===== src/rtl/sio_pkg.sv =====
// Package: register addresses and field positions shared by the serial port.
// Assumes a 4-bit register bus with a 2-bit address.
package sio_pkg;
    typedef enum logic [1:0] {
        A_CTRL = 2'd0,
        A_IRQ  = 2'd1,
        A_DLO  = 2'd2,
        A_DHI  = 2'd3
    } sio_addr_e;

    localparam int C_MASTER = 0;
    localparam int C_EDGE   = 1;
    localparam int C_MSBF   = 2;
    localparam int C_GO     = 3;

    localparam int I_FLAG   = 0;
    localparam int I_EN     = 1;
endpackage


===== src/rtl/sio_sync.sv =====
// Multi-stage synchronizer for a vector of asynchronous inputs.
// Assumes each bit is independent; the reset value is chosen by the parent.
module sio_sync #(
    parameter int             W       = 2,
    parameter int             STAGES  = 2,
    parameter logic [W-1:0]   RST_VAL = '0
) (
    input  logic         clk,
    input  logic         rst_n,
    input  logic [W-1:0] d,
    output logic [W-1:0] q
);
    logic [W-1:0] st [STAGES];

    genvar g;
    generate
        for (g = 0; g < STAGES; g++) begin : g_stage
            if (g == 0) begin : g_first
                // capture the raw input
                always_ff @(posedge clk) begin
                    if (!rst_n) st[0] <= RST_VAL;
                    else        st[0] <= d;
                end
            end else begin : g_next
                // pass along the chain
                always_ff @(posedge clk) begin
                    if (!rst_n) st[g] <= RST_VAL;
                    else        st[g] <= st[g-1];
                end
            end
        end
    endgenerate

    assign q = st[STAGES-1];
endmodule


===== src/rtl/sio_clk_unit.sv =====
// Shift clock source and edge classifier.
// Master: divides the system clock to make the shift clock while busy.
// Slave: detects edges of the synchronized pin clock while busy.
// Emits one-cycle sample and shift events according to polarity and edge select.
// Assumes CLK_DIV >= 3 so synchronized serial input settles before sampling.
module sio_clk_unit #(
    parameter bit NEG_POL = 1'b1,
    parameter int CLK_DIV = 4
) (
    input  logic clk,
    input  logic rst_n,
    input  logic master,
    input  logic busy,
    input  logic edge_sel,
    input  logic sclk_s,
    output logic sclk_out,
    output logic samp_ev,
    output logic shft_ev
);
    localparam int   DIV_W    = $clog2(CLK_DIV + 1);
    localparam logic IDLE_LVL = NEG_POL ? 1'b1 : 1'b0;

    logic [DIV_W-1:0] div_q;
    logic             sclk_q;
    logic             s_prev;
    logic             tick, m_rise, m_fall, s_rise, s_fall, rise, fall, samp_fall;

    // divider and generated clock, held at idle whenever not transferring as master
    always_ff @(posedge clk) begin
        if (!rst_n) begin
            div_q  <= '0;
            sclk_q <= IDLE_LVL;
        end else if (!(master && busy)) begin
            div_q  <= '0;
            sclk_q <= IDLE_LVL;
        end else if (div_q == DIV_W'(CLK_DIV - 1)) begin
            div_q  <= '0;
            sclk_q <= ~sclk_q;
        end else begin
            div_q  <= div_q + 1'b1;
        end
    end

    // previous synchronized pin level for edge detection
    always_ff @(posedge clk) begin
        if (!rst_n) s_prev <= IDLE_LVL;
        else        s_prev <= sclk_s;
    end

    // classify edges from whichever clock source is active
    always_comb begin
        tick      = master && busy && (div_q == DIV_W'(CLK_DIV - 1));
        m_rise    = tick && !sclk_q;
        m_fall    = tick &&  sclk_q;
        s_rise    = busy &&  sclk_s && !s_prev;
        s_fall    = busy && !sclk_s &&  s_prev;
        rise      = master ? m_rise : s_rise;
        fall      = master ? m_fall : s_fall;
        samp_fall = NEG_POL ? edge_sel : ~edge_sel;
        samp_ev   = samp_fall ? fall : rise;
        shft_ev   = samp_fall ? rise : fall;
    end

    assign sclk_out = sclk_q;
endmodule


===== src/rtl/sio_shift_unit.sv =====
// Byte shift register with output latch, bit counter and busy tracking.
// Assumes W is even; software writes nibbles, serial events shift while busy.
module sio_shift_unit #(
    parameter int W = 8
) (
    input  logic           clk,
    input  logic           rst_n,
    input  logic           go,
    input  logic           go_msb,
    input  logic           msb_first,
    input  logic           samp_ev,
    input  logic           shft_ev,
    input  logic           din,
    input  logic           wr_lo,
    input  logic           wr_hi,
    input  logic [W/2-1:0] wnib,
    output logic [W-1:0]   data,
    output logic           sdo,
    output logic           busy,
    output logic           done
);
    localparam int NIB = W / 2;
    localparam int CW  = $clog2(W + 1);

    logic [W-1:0]  shreg;
    logic [CW-1:0] cnt;

    function automatic logic head(input logic [W-1:0] d, input logic msb);
        return msb ? d[W-1] : d[0];
    endfunction

    assign done = busy && samp_ev && (cnt == CW'(W - 1));

    // shift on samples while busy, otherwise accept nibble writes
    always_ff @(posedge clk) begin
        if (!rst_n) begin
            shreg <= '0;
        end else if (busy && samp_ev) begin
            shreg <= msb_first ? {shreg[W-2:0], din} : {din, shreg[W-1:1]};
        end else begin
            if (wr_lo) shreg[NIB-1:0] <= wnib;
            if (wr_hi) shreg[W-1:NIB] <= wnib;
        end
    end

    // transfer state: busy flag and sample counter
    always_ff @(posedge clk) begin
        if (!rst_n) begin
            busy <= 1'b0;
            cnt  <= '0;
        end else if (go) begin
            busy <= 1'b1;
            cnt  <= '0;
        end else if (busy && samp_ev) begin
            if (done) busy <= 1'b0;
            cnt <= cnt + 1'b1;
        end
    end

    // output latch: first bit at trigger, then on opposite edges after a sample
    always_ff @(posedge clk) begin
        if (!rst_n)                           sdo <= 1'b0;
        else if (go)                          sdo <= head(shreg, go_msb);
        else if (busy && shft_ev && cnt != 0) sdo <= head(shreg, msb_first);
    end

    assign data = shreg;
endmodule


===== src/rtl/sio_nibble_port.sv =====
// Top of the synchronous byte serial port.
// Holds the software registers, the interrupt flag and the slave ready handshake,
// and joins the synchronizer, clock unit and shift unit.
// Assumes a 4-bit register bus; reads are combinational on the address.
module sio_nibble_port #(
    parameter bit NEG_POL = 1'b1,
    parameter int CLK_DIV = 4,
    parameter int DATA_W  = 8
) (
    input  logic                clk,
    input  logic                rst_n,
    input  logic [1:0]          reg_addr,
    input  logic                reg_wr,
    input  logic                reg_rd,
    input  logic [DATA_W/2-1:0] reg_wdata,
    output logic [DATA_W/2-1:0] reg_rdata,
    input  logic                sclk_in,
    output logic                sclk_out,
    output logic                sclk_oe,
    input  logic                sdi,
    output logic                sdo,
    output logic                rdy_out,
    output logic                irq
);
    import sio_pkg::*;

    localparam int   NIB      = DATA_W / 2;
    localparam logic IDLE_LVL = NEG_POL ? 1'b1 : 1'b0;
    localparam logic ACT_LVL  = ~IDLE_LVL;

    logic master_q, edge_q, msbf_q, flag_q, en_q, rdy_q;
    logic go, wr_lo, wr_hi, hi_touch, wr_ctrl, wr_irq;
    logic sclk_s, sdi_s, samp_ev, shft_ev, busy, done;
    logic [DATA_W-1:0] data;

    assign wr_ctrl  = reg_wr && (reg_addr == A_CTRL);
    assign wr_irq   = reg_wr && (reg_addr == A_IRQ);
    assign wr_lo    = reg_wr && (reg_addr == A_DLO);
    assign wr_hi    = reg_wr && (reg_addr == A_DHI);
    assign go       = wr_ctrl && reg_wdata[C_GO];
    assign hi_touch = (reg_wr || reg_rd) && (reg_addr == A_DHI);

    sio_sync #(.W(2), .STAGES(2), .RST_VAL({IDLE_LVL, 1'b0})) u_sync (
        .clk(clk), .rst_n(rst_n),
        .d({sclk_in, sdi}),
        .q({sclk_s, sdi_s})
    );

    sio_clk_unit #(.NEG_POL(NEG_POL), .CLK_DIV(CLK_DIV)) u_clk (
        .clk(clk), .rst_n(rst_n),
        .master(master_q), .busy(busy), .edge_sel(edge_q), .sclk_s(sclk_s),
        .sclk_out(sclk_out), .samp_ev(samp_ev), .shft_ev(shft_ev)
    );

    sio_shift_unit #(.W(DATA_W)) u_shift (
        .clk(clk), .rst_n(rst_n),
        .go(go), .go_msb(reg_wdata[C_MSBF]), .msb_first(msbf_q),
        .samp_ev(samp_ev), .shft_ev(shft_ev), .din(sdi_s),
        .wr_lo(wr_lo), .wr_hi(wr_hi), .wnib(reg_wdata),
        .data(data), .sdo(sdo), .busy(busy), .done(done)
    );

    // control register fields
    always_ff @(posedge clk) begin
        if (!rst_n) begin
            master_q <= 1'b0;
            edge_q   <= 1'b0;
            msbf_q   <= 1'b0;
        end else if (wr_ctrl) begin
            master_q <= reg_wdata[C_MASTER];
            edge_q   <= reg_wdata[C_EDGE];
            msbf_q   <= reg_wdata[C_MSBF];
        end
    end

    // interrupt flag (set wins over clear) and enable
    always_ff @(posedge clk) begin
        if (!rst_n) begin
            flag_q <= 1'b0;
            en_q   <= 1'b0;
        end else begin
            if (done)                             flag_q <= 1'b1;
            else if (wr_irq && reg_wdata[I_FLAG]) flag_q <= 1'b0;
            if (wr_irq) en_q <= reg_wdata[I_EN];
        end
    end

    // slave ready: set by trigger, dropped by high nibble access or active clock level
    always_ff @(posedge clk) begin
        if (!rst_n)                                rdy_q <= 1'b0;
        else if (go)                               rdy_q <= ~reg_wdata[C_MASTER];
        else if (hi_touch)                         rdy_q <= 1'b0;
        else if (master_q || (sclk_s == ACT_LVL))  rdy_q <= 1'b0;
    end

    // register read mux
    always_comb begin
        reg_rdata = '0;
        case (reg_addr)
            A_CTRL: begin
                reg_rdata[C_MASTER] = master_q;
                reg_rdata[C_EDGE]   = edge_q;
                reg_rdata[C_MSBF]   = msbf_q;
                reg_rdata[C_GO]     = busy;
            end
            A_IRQ: begin
                reg_rdata[I_FLAG] = flag_q;
                reg_rdata[I_EN]   = en_q;
            end
            A_DLO:   reg_rdata = data[NIB-1:0];
            default: reg_rdata = data[DATA_W-1:NIB];
        endcase
    end

    assign sclk_oe = master_q;
    assign rdy_out = NEG_POL ? ~rdy_q : rdy_q;
    assign irq     = flag_q && en_q;
endmodule


===== config.mk =====
export PLATFORM = sky130hd
export DESIGN_NAME = sio_nibble_port
export DESIGN_NICKNAME = d
export VERILOG_FILES = /design/src/rtl/sio_pkg.sv /design/src/rtl/sio_sync.sv /design/src/rtl/sio_clk_unit.sv /design/src/rtl/sio_shift_unit.sv /design/src/rtl/sio_nibble_port.sv
export SDC_FILE = /design/constraint.sdc
export NUM_CORES = 1
export LEC_CHECK = 0
export BUFFER_PORTS_ARGS = -buffer_cell sky130_fd_sc_hd__buf_4
export CAP_MARGIN = 20
export CELL_PAD_IN_SITES_DETAIL_PLACEMENT = 1
export CELL_PAD_IN_SITES_GLOBAL_PLACEMENT = 2
export CORE_MARGIN = 4
export CORE_UTILIZATION = 35
export DETAILED_ROUTE_END_ITERATION = 12
export HOLD_SLACK_MARGIN = 0.12
export PLACE_DENSITY_LB_ADDON = 0.1
export SLEW_MARGIN = 20
export SYNTH_ARGS = -nofsm -noshare
export SYNTH_HDL_FRONTEND = slang
export SYNTH_HIERARCHICAL = 1
export SYNTH_SLANG_ARGS = --single-unit

===== constraint.sdc =====
create_clock -name clk -period 2.5 [get_ports clk]
set_input_delay 0.5 -clock clk [delete_from_list [all_inputs] [get_ports clk]]
set_output_delay 0.5 -clock clk [all_outputs]
set_load 0.03 [all_outputs]

==> results of run 1 <==
==> logic make-up after synthesis <==
kind of cell	Yosys count	share of synthesized area (%)
xor gates and xnor gates	3	1.716
adders and majority gates	4	3.268
DFF	29	37.91
and+or+nand+nor	53	23.20
muxes	20	14.71
AOI/OAI and AO/OA	31	13.97
buffers and inverters	15	5.229
==> stage by stage <==
stage | hold slack, ps | util [%] | cell area (um2) | instances | power, uW
finish | 412.6 | 43.63 | 1795 | 227 | 968.4
global route | 415.5 | 43.63 | 1795 | 227 | 1010
detailed placement | 408.4 | 41.53 | 1709 | 220 | 587.7
floorplan | 386.3 | - | 1531 | 155 | 548.7
CTS | 406.4 | 43.63 | 1795 | 227 | 977.9
global placement | 391.6 | 41.53 | 1709 | 220 | 584.9
==> synth_stat cells (2+ instances only) <==
cell type / count / area (um2)
dfxtp_1: 29 / 580.6
mux2i_1: 18 / 180.2
a211oi_1: 16 / 120.1
and2b_2: 7 / 61.31
inv_1: 7 / 26.28
nand2_1: 7 / 26.28
a21oi_1: 6 / 30.03
nand2b_1: 5 / 31.28
nand3_1: 5 / 25.02
nor2_1: 5 / 18.77
nor2b_1: 5 / 31.28
and2_1: 4 / 25.02
ha_1: 4 / 50.05
o21ai_0: 4 / 20.02
nor3_1: 3 / 15.01
and4bb_2: 2 / 25.02
buf_2: 2 / 10.01
buf_6: 2 / 22.52
clkbuf_2: 2 / 10.01
mux4_2: 2 / 45.04
nor3b_1: 2 / 15.01
xnor2_1: 2 / 17.52
==> metal layers <==
metal	GRT usage (%)	wire [um]
met5	0	0
met1	19.53	1762
met4	4.225	36
met2	26.77	1878
met3	3.378	114
==> area by class of cell <==
class / count / share of cell area [%]
multi-input combinational: 111 / 48.50
sequential: 29 / 32.33
timing repair buffer: 22 / 9.199
clock buffer: 7 / 4.808
tap: 50 / 3.484
inverter: 8 / 1.672
==> path summary, 6_finish.rpt <==
kind | endpoint | slack, ps
hold reg to reg | u_sync/st[1][1] | 410
setup reg to reg | u_shift/data[5] | 360
hold / removal | u_sync/st[0][1] | 410
setup / recovery | u_shift/data[5] | 360
==> state kept, by name, summed over array words and instances (netlist names) <==
name and count:
u_clk/s_prev 1, sclk_oe 1, u_sync/st 4, u_shift/sdo 1, rdy_q 1, flag_q 1
en_q 1, u_clk/sclk_out 1, u_clk/div_q 3, edge_q 1, u_shift/busy 1, u_shift/data 8
u_shift/cnt 4, msbf_q 1
==> power by group <==
part | internal, uW | total [uW] | switching (uW) | leakage (uW)
Sequential | 473 | 485 | 11.4 | 0.000236
Clock | 218 | 391 | 173 | 0.0000443
Combinational | 43.9 | 92.2 | 48.3 | 0.000406
==> cell usage in the layout (no fill, tap or decap), types with 2 or more instances in the layout <==
master	instances
a211oi_1	16
a21oi_1	6
and2_1	4
and2b_2	7
and4bb_2	2
buf_4	22
clkbuf_8	6
dfxtp_1	29
ha_1	4
inv_1	7
mux2i_1	18
mux4_2	2
nand2_1	7
nand2b_1	5
nand3_1	5
nor2_1	5
nor2b_1	5
nor3_1	3
nor3b_1	2
o21ai_0	4
xnor2_1	2
==> impl_results.md, run 1 <==
* Status: finished, final reports clean
* Placement Setup Slack at 353.5 ps
* CP peak stage delay at 340 ps
* Crit path required time at roughly 2700 ps
* Initial DRC count at 37
* Drt pass-1 iters at 4
* Io pins at 21
* GP Congestion at 0.7706
* Vias per cell at around 5.4
* Sink Count at 29
* Syn avg cell area at 9.880 um2
* Crit path max-delay family: adder cells
* Max Cap Viol at 0
* R2r startpoint: u_clk/div_q[0]
* Final HPWL DP at about 2800 um
* Critical Path Source Type: flip-flop
* Critical path's slowest cell: dfxtp_1
* Num CTS Buffers at 5
* Arr. time, crit path at approximately 2300 ps
* Synth cell types at 38
* Hold buffer count at CTS at 0
* Maximum vdd drop at 0.3299 mV
* Clock slew at reported path FFs at ~60 ps
* Hold path depth at 2
* Initial antenna violation count at 0
* Post-Syn Instances at 155
* Via count at 1229
* Post-synth ARST share at 0%
* CP cell instances: ha_1 > ha_1 > and3_1 > a21oi_1 > mux2i_1 > nand2_1 > buf_4 > a211oi_1 > a211oi_1
* Inserted Diodes at 0
* WL final at roughly 3800 um
* PortBufs at 20
* CTS tree: done
* Latest clock arrival within the worst-skew pair at 270 ps
* Fmax achieved at approximately 470 MHz
* Clock buffer depth at 2
* Largest net degree at the start of global routing at 19
* Start point of the worst min-delay path: sclk_in
* Layout Skew at 6.008 ps
* CTS root buffer: clkbuf_8
* Setup Buffers After CTS at 0
* Final worst-path cycle share at 85.79%
* Global route overflow at 0
* Reg2reg path depth at 9
* Fin Setup TNS at 0 ps
* Crit path max fanout at 16
* Synthesized area at 1531 um2
* Worst slew pin tran at 489.1 ps
* Worst setup margin at 355.3 ps
* Crit path time final at 2145 ps
* Fraction of layout cells with a size suffix above 1 at 24.86%
* Register Area at 580.6 um2
* Die ar. at 5498 um2
* Die X at 74.15 um
* CTS resizes at 0
* Row count at 23
* Headroom to the max-slew limit at 67.27%
* Sequential-to-total area share from yosys stat at 37.91%
* Antenna viol nets, final at 0
* Top FF cell, synth: dfxtp_1
* Initial Util at between 30% and 40%
* Drt drc at 0
* Vias in the first global route at 1272
* Worst setup path start: u_clk/div_q[0]
* Layout area overhead at 17.24%
* Area of the multi-input gates at 870.8 um2
* Core Area at 4115 um2
* RSZ-0062 raised after global routing: no
* Crit path buf inv count at 1
* Pwr per Cell Area at around 540 nW/um2
* Hold crit path type: in -> reg
* Register bit count reported by yosys at 29
* Global-route wire length before repair at 6513 um
* Critical Path End Type: flip-flop
* H-tree level count at 2
* LEAKAGE at just under 0.0007 uW
* Max-slew violations at 0
* Syn_nets at 171
* Post-synth EDFFs at 0
* Fillcell total at 485
* Stages on the worst setup path at 9
* Crit Path Category: reg -> reg
* Final nets at 193
* Avg WL per Cell at 16.70 um
* Yosys Warn Count at 6
* Endpoints failing hold at 0
* Die height at around 74 um
* Setup violations, final at 0
* Total track usage at about 16%
Power figures use the tool's default switching activity.
==> run 2: changes to the inputs <==
==> constraint.sdc (replaced) <==
create_clock -name clk -period 2.5 [get_ports clk]
set_input_delay 0.125 -clock clk [delete_from_list [all_inputs] [get_ports clk]]
set_output_delay 0.125 -clock clk [all_outputs]
set_load 0.03 [all_outputs]
==> run 2 against run 1 <==
  * Clock skew up 1.9 ps
  * Critical endpoint unchanged
  * Via count down 1.1%
  * Clock power up 10%
  * Largest power group unchanged
  * Routed wire length up 4.0%
  * Fmax down 2.7%
  * Critical path depth unchanged
  * Combinational power up 2%
  * Power up 4.5%
==> impl_results.md, run 2 (synthesized netlist as in run 1, its figures left out) <==
* Maximum vdd drop at 0.3202 mV
* Max reg flops at 8
* Latest clock arrival within the worst-skew pair at 280 ps
* GP Congestion at 0.7786
* CTS resizes at 0
* Die X at 74.15 um
* Reg2reg path depth at 9
* Avg WL per Cell at 17.06 um
* Crit path required time at 2660 ps
* Sink Count at 29
* Layout Skew at about 7.9 ps
* Hold crit path type: in -> reg
* Non-Filler Instances at 231
* Initial antenna violation count at 0
* Row count at 23
* RSZ-0062 raised after global routing: no
* Total track usage at 16.35%
* Arr. time, crit path at 2360 ps
* Final HPWL DP at 2817 um
* Setup Buffers After CTS at 0
* WL final at 3941 um
* H-tree level count at 2
* Drt drc at 0
* Inserted Diodes at 0
* Vias in the first global route at 1353
* Clock slew at reported path FFs at ~70 ps
* Largest net degree at the start of global routing at 20
* Die height at 74.15 um
* Final worst-path cycle share at between 80% and 90%
* Initial Util at 37.21%
* Core Area at 4115 um2
* Critical Path Source Type: flip-flop
* PortBufs at 20
* LEAKAGE at 0.0007059 uW
* Global-route wire length before repair at 6699 um
* Fin area at 1843 um2
* Fin Setup TNS at 0 ps
* Most frequent cells in the layout: dfxtp_1, buf_4, mux2i_1, a211oi_1
* Hold path depth at 3
* Via count at 1216
* Worst setup margin at about 300 ps
* Clock buffer depth at 2
* Dpl cell area at 1702 um2
* Status: finished, final reports clean
* Global route overflow at 0
* Dpl cells at 219
* Headroom to the max-slew limit at 57.15%
* Fmax achieved at between 400 and 500 MHz
* CTS tree: done
* Endpoints failing hold at 0
* Final nets at 196
* Max-slew violations at 0
* Max Cap Viol at 0
* CTS root buffer: clkbuf_8
* Vias per cell at 5.264
* Die ar. at ~5500 um2
* Initial DRC count at 38
* Placement Setup Slack at 330.4 ps
* Hold buffer count at CTS at 4
* Io pins at 21
* Final Core Density at approximately 45%
* Fraction of layout cells with a size suffix above 1 at 24.86%
* Pwr per Cell Area at 549.0 nW/um2
* Antenna viol nets, final at 0
* Worst slew pin tran at 641.9 ps
* Crit path time final at 2205 ps
* Crit Path Category: reg -> reg
* Setup violations, final at 0
* Most common cell after layout, fill and taps aside: dfxtp_1
* Critical Path End Type: flip-flop
* Drt pass-1 iters at 4
* Num CTS Buffers at 5
* Crit path max fanout at 16
* Layout area overhead at 20.34%
[run 2: changes by cell type in the layout (fill, tap and decap cells not counted), sizes merged]
cell	before	now
buf	22	21
dlygate4sd3	0	4
clkinv	1	2
[run 2: worst paths after layout]
path / slack [ps] / start / to
worst max-delay path: 300 / u_clk/div_q[0] / u_shift/data[5]
worst min register to register: 410 / u_sync/st[0][1] / u_sync/st[1][1]
worst min-delay path: 160 / reg_wdata[1] / edge_q
worst max register to register: 300 / u_clk/div_q[0] / u_shift/data[5]
[run 2: final cells by class]
class                      count  area, um2
fill                         485       2272
multi-input combinational    111      870.8
sequential                    29      580.6
timing repair buffer          25      197.7
clock buffer                   7      96.34
tap                           50      62.56
inverter                       8      30.03
clock inverter                 1      5.005
[run 2: power by group]
group	switching (uW)	internal [uW]	total (uW)
clock network	182	248	431
logic	46.8	47.3	94.1
registers	13.8	473	487
total	243	769	1010
[run 2: through the flow]
stage | hold slack [ps] | total power (uW)
detailed placement | 315.1 | 587.0
floorplan | 198.0 | 548.7
global placement | 310.1 | 584.4
CTS | 155.5 | 1027
finish | 161.3 | 1012
global route | 169.6 | 1061
[run 2: layer usage]
metal,routed length [um],GRT usage (%)
met5,0,0
met4,66,5.433
met1,1781,20.38
met2,1938,26.87
met3,154,5.000
[run 2: critical path, stage by stage, from the launching register on]
cell	delay (ps)
dfxtp_1	350
ha_1	160
ha_1	250
and3_1	220
a21oi_1	100
mux2i_1	220
nand2_1	180
buf_4	240
a211oi_1	250
a211oi_1	90
==> run 3: changes to the inputs <==
Settings changed: CELL_PAD_IN_SITES_DETAIL_PLACEMENT 1 to unset, CELL_PAD_IN_SITES_GLOBAL_PLACEMENT 2 to unset, CORE_UTILIZATION 35 to 55, PLACE_DENSITY set to 0.77, PLACE_DENSITY_LB_ADDON 0.1 to unset.
==> run 3 against run 2 <==
  * First-iteration DRC count is 13% higher
  * Routed wire length decreased by 20%
  * Count of clock-buffer cells in the layout did not move
  * Largest power group unchanged
  * Highest routed layer unchanged
==> impl_results.md, run 3 (synthesized netlist as in run 1, its figures left out) <==
* Crit path buf inv count at 1
* CP peak stage delay at 340 ps
* Initial antenna violation count at 0
* Arr. time, crit path at 2380 ps
* CP cell instances: ha_1 > ha_1 > and3_1 > a21oi_1 > mux2i_1 > nand2_1 > buf_4 > a211oi_1 > a211oi_1
* Vias per cell at a little under 6
* Crit path required time at between 2000 and 3000 ps
* Crit path max fanout at 17
* Fraction of layout cells with a size suffix above 1 at a little under a quarter
* Layout Skew at 3.378 ps
* Drt drc at 0
* Design Power at around 860 uW
* Latest clock arrival within the worst-skew pair at between 300 and 400 ps
* Global-route wire length before repair at 5306 um
* Sequential share of power at 56.5%
* CTS root buffer: clkbuf_4
* Inserted Diodes at 0
* Layout area overhead at 16.99%
* Largest net degree at the start of global routing at 20
* Global route overflow at 0
* Core Area at 2567 um2
* Crit path max-delay family: compound AO/OA/AOI/OAI gates
* Hold crit path type: in -> reg
* Fmax achieved at about 460 MHz
* Vias in the first global route at 1186
* Die height at 60.77 um
* Clock power share at 32.5%
* WL final at 3172 um
* Drt pass-1 iters at 4
* Headroom to the max-slew limit at 65.72%
* Io pins at 21
* Switching share of power at 23.72%
* Area of the multi-input gates at 870.8 um2
* Final nets at 198
* LEAKAGE at 0.0006914 uW
* Die ar. at 3693 um2
* Die X at 60.77 um
* Initial DRC count at 43
* Final worst-path cycle share at roughly 90%
* Maximum vdd drop at roughly 0.41 mV
* Max Cap Viol at 0
* GP Congestion at 0.8734
* Setup violations, final at 0
* Sink Count at 29
* Most common cell after layout, fill and taps aside: dfxtp_1
* Worst slew pin tran at 512.3 ps
* Hold_ws at roughly 140 ps
* RSZ-0062 raised after global routing: no
* Final HPWL DP at between 2000 and 2500 um
* Row count at 18
* Max-slew violations at 0
* Initial Util at approximately three fifths
* Total track usage at 19.36%
* Num CTS Buffers at 5
* Crit Path Category: reg -> reg
* Fillcell total at 214
* Antenna viol nets, final at 0
* Most frequent cells in the layout: dfxtp_1, buf_4, mux2i_1, a211oi_1
* Fin Setup TNS at 0 ps
* Avg WL per Cell at 14.96 um
* Status: finished, final reports clean
* Max reg flops at 8
* Internal power at 654.5 uW
* Clock slew at reported path FFs at 80 ps
* Via count at 1225
* Critical Path Source Type: flip-flop
* Critical path's slowest cell: dfxtp_1
* Comb power frac at between 10% and 20%
* H-tree level count at 2
* Crit path time final at 2187 ps
* Clock buffer depth at 2
* PortBufs at 20
* Pwr per Cell Area at 478.9 nW/um2
* Sw power at 203.5 uW
* Critical Path End Type: flip-flop
* CTS tree: done
* Register Area at 580.6 um2
* Endpoints failing hold at 0
[run 3: final timing paths]
kind / start / to / slack, ps / cells after the start
min: reg_wdata[0] / sclk_oe / 140 / 3
min reg2reg: u_sync/st[0][0] / u_sync/st[1][0] / 440 / 1
max reg2reg: u_clk/div_q[0] / u_shift/data[1] / 310 / 9
max: u_clk/div_q[0] / u_shift/data[1] / 310 / 9
[run 3: area by class of cell]
type	instances	area share, %
Tap cell	30	2.095
Timing Repair Buffer	27	12.15
Sequential cell	29	32.40
Multi-Input combinational cell	111	48.60
Clock buffer	7	3.073
Inverter	8	1.676
[run 3: repair_timing]
item / 4_1_cts / 5_1_grt
hold buffers: 6 / 0
setup buffers: 0 / 0
endpoints found under the hold margin: 7 / 0
gates resized for setup: 0 / 0
[run 3: worst reg2reg max path: stages (launching register included)]
cell	delay (ps)
dfxtp_1	340
ha_1	160
ha_1	240
and3_1	200
a21oi_1	80
mux2i_1	230
nand2_1	160
buf_4	230
a211oi_1	330
a211oi_1	90
[run 3: power groups by stage]
stage / clock, uW / combinational [uW] / sequential [uW]
after floorplan: 0 / 56.7 / 492
after global placement: 0 / 84.5 / 496
after detailed placement: 0 / 85.9 / 496
after CTS: 283 / 93.7 / 485
after global routing: 310 / 102 / 488
final: 278 / 94.4 / 485
[run 3: through the flow]
stage	instance area [um2]	setup slack, ps	instances	utilization (%)
floorplan	1531	682.1	155	-
global placement	1677	559.6	199	65.30
detailed placement	1677	435.5	199	65.30
CTS	1792	361.6	212	69.79
global route	1792	195.3	212	69.79
finish	1792	313.2	212	69.79
[run 3: metal layers]
metal	vias to the layer above	GRT usage [%]	part of all wire (%)
met2	44	28.70	46
met3	6	4.468	6.4
met1	563	26.23	46
met4	0	9.907	1.7
li1	612	-	-
met5	-	0	0
